===== src/rtl/page_rights_check.sv =====
module page_rights_check #(
  parameter int KEY_LSB = 59,
  parameter int KEY_W   = 4
) (
  input  logic [1:0]  acc_kind,
  input  logic        user_mode,
  input  logic        walk_np,
  input  logic        walk_rsvd,
  input  logic        rt_user,
  input  logic        rt_rw,
  input  logic        rt_nx,
  input  logic [63:0] leaf_entry,
  input  logic        en_wp,
  input  logic        en_smep,
  input  logic        en_smap,
  input  logic        en_nxe,
  input  logic        en_pke,
  input  logic        en_pks,
  input  logic [(2<<KEY_W)-1:0] ukey_rights,
  input  logic [(2<<KEY_W)-1:0] skey_rights,
  output logic [2:0]  grant,
  output logic        fault,
  output logic [5:0]  err_code
);
  localparam int KREG_W = 2 << KEY_W;
  localparam int EB_P    = 0;
  localparam int EB_W    = 1;
  localparam int EB_U    = 2;
  localparam int EB_RSVD = 3;
  localparam int EB_ID   = 4;
  localparam int EB_PK   = 5;

  logic req_r, req_w, req_x;
  assign req_w = (acc_kind == 2'b01);
  assign req_x = (acc_kind == 2'b10);
  assign req_r = !req_w && !req_x;

  logic walk_bad, u_viol;
  assign walk_bad = walk_np | walk_rsvd;
  assign u_viol   = user_mode & ~rt_user;

  logic smap_hit, base_r, base_w, base_x;
  assign smap_hit = en_smap & ~user_mode & rt_user;
  assign base_r   = ~smap_hit;
  assign base_w   = base_r & (rt_rw | (~user_mode & ~en_wp));
  assign base_x   = ~rt_nx & (user_mode | ~(en_smep & rt_user));

  logic [KEY_W-1:0]  key_idx;
  logic [KREG_W-1:0] key_reg;
  logic              key_ad, key_wd, km_r, km_w;
  assign key_idx = leaf_entry[KEY_LSB +: KEY_W];
  assign key_reg = rt_user ? (en_pke ? ukey_rights : '0)
                           : (en_pks ? skey_rights : '0);
  assign key_ad  = key_reg[{key_idx, 1'b0}];
  assign key_wd  = key_reg[{key_idx, 1'b1}];
  assign km_r    = ~key_ad;
  assign km_w    = ~key_ad & ~(key_wd & (user_mode | en_wp));

  logic [2:0] rights;
  assign rights = (walk_bad | u_viol) ? 3'b000
                : {base_x, base_w & km_w, base_r & km_r};

  logic key_deny, rights_deny;
  assign key_deny    = (req_r & ~km_r) | (req_w & ~km_w);
  assign rights_deny = (req_r & ~rights[0]) | (req_w & ~rights[1]) | (req_x & ~rights[2]);

  logic [5:0] cause, mods;
  always_comb begin
    cause = '0;
    if (walk_np)        cause = '0;
    else if (walk_rsvd) cause[EB_RSVD] = 1'b1;
    else if (u_viol)    cause[EB_P] = 1'b1;
    else if (key_deny) begin
      cause[EB_PK] = 1'b1;
      cause[EB_P]  = 1'b1;
    end else            cause[EB_P] = 1'b1;
  end

  always_comb begin
    mods = '0;
    mods[EB_U]  = user_mode;
    mods[EB_W]  = req_w;
    mods[EB_ID] = req_x & (en_nxe | en_smep);
  end

  assign grant    = rights;
  assign fault    = walk_bad | u_viol | rights_deny;
  assign err_code = fault ? (cause | mods) : 6'd0;

  always_comb begin
    if (!fault) assert_nofault_zero_R8: assert (err_code == 6'd0);
    if (walk_bad) assert_walk_nogrant_R1: assert (grant == 3'b000 && fault);
    if (err_code[EB_PK]) assert_pk_with_p_R7: assert (err_code[EB_P]);
    if (req_x) assert_fetch_nokey_R6: assert (!err_code[EB_PK]);
    if (user_mode && !rt_user) assert_user_sup_R2: assert (fault && grant == 3'b000);
    if (grant[1]) assert_write_needs_read_R4: assert (grant[0]);
  end
endmodule


===== config.mk =====
export PLATFORM = sky130hd
export DESIGN_NAME = page_rights_check
export DESIGN_NICKNAME = d
export VERILOG_FILES = /design/src/rtl/page_rights_check.sv
export SDC_FILE = /design/constraint.sdc
export NUM_CORES = 1
export LEC_CHECK = 0
export BUFFER_PORTS_ARGS = -buffer_cell sky130_fd_sc_hd__buf_4
export CAP_MARGIN = 10
export CORE_ASPECT_RATIO = 0.5
export CORE_UTILIZATION = 26
export DETAILED_ROUTE_END_ITERATION = 10
export PLACE_DENSITY = 0.91
export SLEW_MARGIN = 20
export SYNTH_ARGS = -nofsm -noshare
export SYNTH_HDL_FRONTEND = slang
export SYNTH_SLANG_ARGS = --single-unit

===== constraint.sdc =====
create_clock -name vclk -period 3.3
set_clock_uncertainty 0.1 [all_clocks]
set_input_delay 0.66 -clock vclk [all_inputs]
set_output_delay 0.66 -clock vclk [all_outputs]
set_load 0.01 [all_outputs]

Word level (Yosys, flattened, before mapping)
Index checks and enable logic that the tools add are counted.
{ "word_totals": {"elab_cells": 64, "reg_bits": 0, "romBits": 0, "latch_bits": 0, "out_inout_bits": 10, "in_bits": 142, "ramBits": 0, "memories": 0} }
{ "op_classes": {"bitwise": 40, "div_mod_pow": 0, "n_shift": 0, "n_addsub": 0, "n_lt_le_gt_ge": 2, "n_eq_ne": 2, "reduce_logical": 3, "n_mul": 0, "n_mux": 17} }
{ "ops": {"columns": ["cell", "count"], "rows": [
  ["32-bit 2-to-1 mux", 3],
  ["1-bit bitwise AND", 17],
  ["5-bit by 6-bit < comparator with 1-bit output, second input constant", 2],
  ["1-bit NOT", 12],
  ["1-bit 2-to-1 mux", 10],
  ["1-bit OR", 10],
  ["1-bit binary-select mux with 4-bit select", 2],
  ["6-bit 2-to-1 mux", 1],
  ["6-bit by 5-bit OR with 6-bit output", 1],
  ["3-bit 2-to-1 mux", 1],
  ["2-bit by 1-bit equality test with 1-bit output, second input constant", 1],
  ["2-bit equality test, second input constant", 1],
  ["1-bit zero test", 2],
  ["1-bit logical AND", 1]
]} }

Longest topological paths before layout
{ "depth": {"ltp_word": 16, "ltp_mapped": 10, "mapped_depth_nobuf": 7} }

Least setup slack after synthesis
Ideal clock, no wire load.
{ "synth_path": {"path_kind": "input port to output port", "from": "input port rt_user", "to": "output port err_code[4]", "t_required_ns": 2.540, "arrival_time_ns": 2.540, "path_buffers": 3, "path_stages": 9, "path_slack_ns": 0.000, "path_cell_list": "buf_2 -> buf_2 -> clkbuf_1 -> nand3b_1 -> nand4_1 -> o21ai_0 -> nor4b_1 -> o21a_1 -> nor3_1"} }
{ "synth_via": {"word_cells_on_any_way": 32, "cone_classes": "mux (7); bitwise (25)"} }
{ "synth_rtl": {"columns": ["element", "line", "rtl"], "rows": [
  ["from (decl)", "9", "input logic rt_user,"],
  ["32-bit 2-to-1 mux", "52", "assign key_reg = rt_user ? (en_pke ? ukey_rights : '0)"],
  ["1-bit binary-select mux with 4-bit select", "54", "assign key_ad = key_reg[{key_idx, 1'b0}];"],
  ["1-bit 2-to-1 mux (implied by the code)", "54", null],
  ["1-bit NOT", "56", "assign km_r = ~key_ad;"],
  ["1-bit bitwise AND", "61", ": {base_x, base_w & km_w, base_r & km_r};"],
  ["3-bit 2-to-1 mux *", "60", "assign rights = (walk_bad | u_viol) ? 3'b000"],
  ["via grant[0]", "21", "output logic [2:0] grant,"],
  ["1-bit NOT *", "65", "assign rights_deny = (req_r & ~rights[0]) | (req_w & ~rights[1]) | (req_x & ~rights[2]);"],
  ["1-bit bitwise AND *", "65", null],
  ["1-bit OR * (2 in series)", "65", null],
  ["1-bit OR *", "87", "assign fault = walk_bad | u_viol | rights_deny;"],
  ["6-bit 2-to-1 mux *", "88", "assign err_code = fault ? (cause | mods) : 6'd0;"],
  ["to (decl)", "23", "output logic [5:0] err_code"]
]} }
The timed path passes the listed nets; every way through them passes the cells marked *. The select of a mux whose other input is x is not followed.

Final worst setup path
{ "layout_path": {"from": "input port leaf_entry[59]", "to": "output port err_code[1]"} }
{ "layout_via": {"elab_chain_len": 13, "word_cells_on_any_way": 19, "cone_classes": "mux (6); bitwise (13)"} }
{ "layout_rtl": {"columns": ["element", "line", "rtl"], "rows": [
  ["from (decl)", "12", "input logic [63:0] leaf_entry,"],
  ["1-bit binary-select mux with 4-bit select", "55", "assign key_wd = key_reg[{key_idx, 1'b1}];"],
  ["1-bit 2-to-1 mux (implied by the code)", "55", null],
  ["1-bit bitwise AND", "57", "assign km_w = ~key_ad & ~(key_wd & (user_mode | en_wp));"],
  ["1-bit NOT", "57", null],
  ["1-bit bitwise AND", "57", null],
  ["1-bit bitwise AND", "61", null],
  ["3-bit 2-to-1 mux *", "60", null],
  ["1-bit NOT", "65", null],
  ["1-bit bitwise AND", "65", null],
  ["1-bit OR * (2 in series)", "65", null],
  ["1-bit OR *", "87", null],
  ["6-bit 2-to-1 mux *", "88", null]
]} }
Mark *: on every way between the ends. The rest lies on a longest branch, timed or not. The select of a mux whose other input is x is not followed.

==> run summary <==
The detailed-router iteration count before antenna repair is 4. The net switching share of the total power is a little under two fifths. The initialized floorplan defines 14 standard-cell rows. The min-delay analysis places its worst path in the category in -> out. The final weighted congestion in routability-driven placement came out at about 0.73.

The post-synthesis instance area is around 870 um2. The cell area power density came out at between 100 and 150 nW/um2. The count of antenna-violating nets left after detailed routing is 0.

The initial antenna violation count was 0. The largest vdd supply drop is roughly 0.000054 V. The largest net degree at the start of global routing is 20.

Summing the sequential cell areas from Yosys gives 0% of the chip area. STA classifies the critical path startpoint as a primary input. Clock buffers in the final layout number 0. The layout filler cell count is 282.

The final routed wirelength across all metal layers is 3.09 mm. The count of input and output buffers came out at between 90 and 100. The detailed-placement wirelength estimate is around 2.6 mm. After layout, the worst path uses 102% of the clock period. In this run the power spent charging and discharging nets is about 0.079 mW.

By startpoint and endpoint, the worst setup path is classified as in -> out. The die is 42.8 um tall. The final instance count without filler cells is between 200 and 250. The die is about 84 um wide.

The number of DRC violations after detailed routing came out at 0. Buffers inserted to repair hold after CTS numbered 0. The final core area utilization came out at approximately 55%. The final reports fail on setup timing. The mux share of post-synthesis cell area is ~46%. The maximum net fanout on the critical path is 7.

The combinational share of power is 100.0%. Yosys printed 0 warnings. The number of slew-limit violations in the final report came out at 0. The static power due to leakage came out at ~0.86 nW. The number of antenna diodes in the final layout is 0.

After detailed routing, the number of vias per cell comes to ~5.1. The final hold violation count is 0. In the final routed layout, each cell accounts on average for about 13 um. The area of the core region came out at between 3000 and 4000 um2. The design has 0 sequential cells.

By area, the combinational part of the netlist is dominated by multiplexers. The initial utilization of the core area, before any placement, comes to between 20% and 30%. Summed over all layers, the global routing overflow is 0. The via count of the first global-routing pass was 1196.

The clock network fraction of total power is 0%. The achievable clock frequency came out at 298 MHz. The critical path capture point type is an output port. The global-route wire length before repair is between 5 and 6 mm. The number of cells in the design after placement is 238. The worst max-slew margin expressed relative to the limit came out at 74.1%.

The total placed instance area is 1640 um2. The overall global routing resource usage is ~17%. At the pin with the least slew margin, the transition time is 388 ps. The area of the multi-input gates came out at 827 um2. For this block, the initial DRC count from the detailed router was 37.

The number of nets produced by synthesis is between 200 and 250. The run finished, with violations left. The synthesized netlist devotes between 20% and 30% of its cell area to simple gates. The compound-gate portion of the synthesized area is around an eighth. The number of I/O pins is between 150 and 200. Of the total power, registers draw 0%.

The total internal power is roughly 0.13 mW. Setup violations remaining at the end of the flow were counted as 6. The area growth from synthesis to layout is 95.4%. Setup repair after global routing could not meet its margin everywhere. Synthesis produced a netlist whose cell count is 105. The number of distinct library cells after synthesis is 32. The fraction of final layout cells sized beyond drive strength 1 is between 60% and 70%.

The arrival time at the worst endpoint came out at roughly 2600 ps. The synthesized-area fraction occupied by adder cells is around 2.9%. The critical path data required time is approximately 2500 ps. In the post-route analysis, the smallest setup slack over all paths is -60.9 ps. The floorplan step defined a die boundary enclosing roughly 3600 um2. The synthesized area divided by synthesized cell count is roughly 8.3 um2. The register area came out at 0 um2. The final instance area came out at around 1700 um2.

For the finished layout, the period the worst path requires is roughly 3400 ps. The final layout contains about 350 nets. The max-cap check violation count came out at 0. The post-synthesis xor/xnor area fraction came out at 0%. The via count is around 1200.
placed cells by master (no fill, tap or decap), drive strengths merged:
cell type and count:
and3 1, nor3b 1, or3 1, a2111oi 1, nor2 11, nand4 1, a22oi 3, ha 2
inv 5, buf 103, o211a 1, a211oi 1, nor2b 5, o31ai 1, mux2i 18, nor4b 1
nand3 8, nor3 7, o21ai 5, nor4 1, nand3b 2, nand2 7, a21oi 1, o21a 2
o2111ai 1, mux4 9
metrics by stage:
step,total power [mW],setup TNS [ps],worst slack (ps),hold WS (ps)
after global placement,0.195,-1070,-216,1470
final,0.214,-267,-60.9,1480
after global routing,0.231,-787,-150,1490
after floorplan,0.0942,0,45.5,1270
after CTS,0.212,-149,-45.0,1480
after detailed placement,0.200,-1140,-221,1480
cell type report:
type / count / share of cell area (%)
inverters: 5 / 1.11
well taps: 40 / 2.95
multi-input cells: 91 / 48.8
repair buffers: 103 / 47.1
logic make-up after synthesis:
group / count (synthesis)
AND/OR/NAND/NOR: 46
multiplexers: 27
AO/OA/AOI/OAI: 16
buffers and inverters: 14
adder cells (fa/ha/maj): 2
Yosys cell counts, types with 2 or more instances:
master,count,share of area (%)
sky130_fd_sc_hd__mux4_1,5,15
sky130_fd_sc_hd__nand2_1,7,3.0
sky130_fd_sc_hd__nor2_1,11,4.8
sky130_fd_sc_hd__o21a_1,2,1.7
sky130_fd_sc_hd__a22oi_1,3,2.6
sky130_fd_sc_hd__mux2i_1,18,21
sky130_fd_sc_hd__o21ai_0,5,2.9
sky130_fd_sc_hd__nor3_1,6,3.5
sky130_fd_sc_hd__inv_1,5,2.2
sky130_fd_sc_hd__mux4_2,4,10
sky130_fd_sc_hd__nand3b_1,2,1.7
sky130_fd_sc_hd__buf_2,5,2.9
sky130_fd_sc_hd__ha_1,2,2.9
sky130_fd_sc_hd__nand3_1,8,4.6
sky130_fd_sc_hd__nor2b_1,5,3.6
power groups by stage:
stage	clock [mW]	sequential, mW	combinational (mW)
after global routing	0	0	0.231
final	0	0	0.214
after CTS	0	0	0.212
after floorplan	0	0	0.0942
after global placement	0	0	0.195
after detailed placement	0	0	0.200
final timing paths:
path	cells after the start	endpoint	start	slack (ps)
min	3	grant[2]	rt_nx	1480
max	9	err_code[1]	leaf_entry[59]	-60
what timing repair did:
item / in CTS / in global routing
buffers inserted: 1 / 0
hold endpoints to repair: 0 / 0
resized for setup: 12 / 6
pin swaps: 7 / 2
setup endpoints to repair: 6 / 7
critical path, cell delays in order:
cell and delay [ps]:
sky130_fd_sc_hd__buf_12 100, sky130_fd_sc_hd__mux4_2 490, sky130_fd_sc_hd__mux2i_1 170, sky130_fd_sc_hd__mux2i_1 100, sky130_fd_sc_hd__o211a_1 220, sky130_fd_sc_hd__or3_4 390
sky130_fd_sc_hd__nor3_4 230, sky130_fd_sc_hd__nor2b_1 90, sky130_fd_sc_hd__buf_4 150
routing by layer:
layer / GRT usage, % / routed length, um
met5: 0 / 0
met2: 32.4 / 1650
met3: 1.56 / 176
met1: 20.7 / 1210
met4: 4.07 / 44
(Power assumes the default switching activity.)
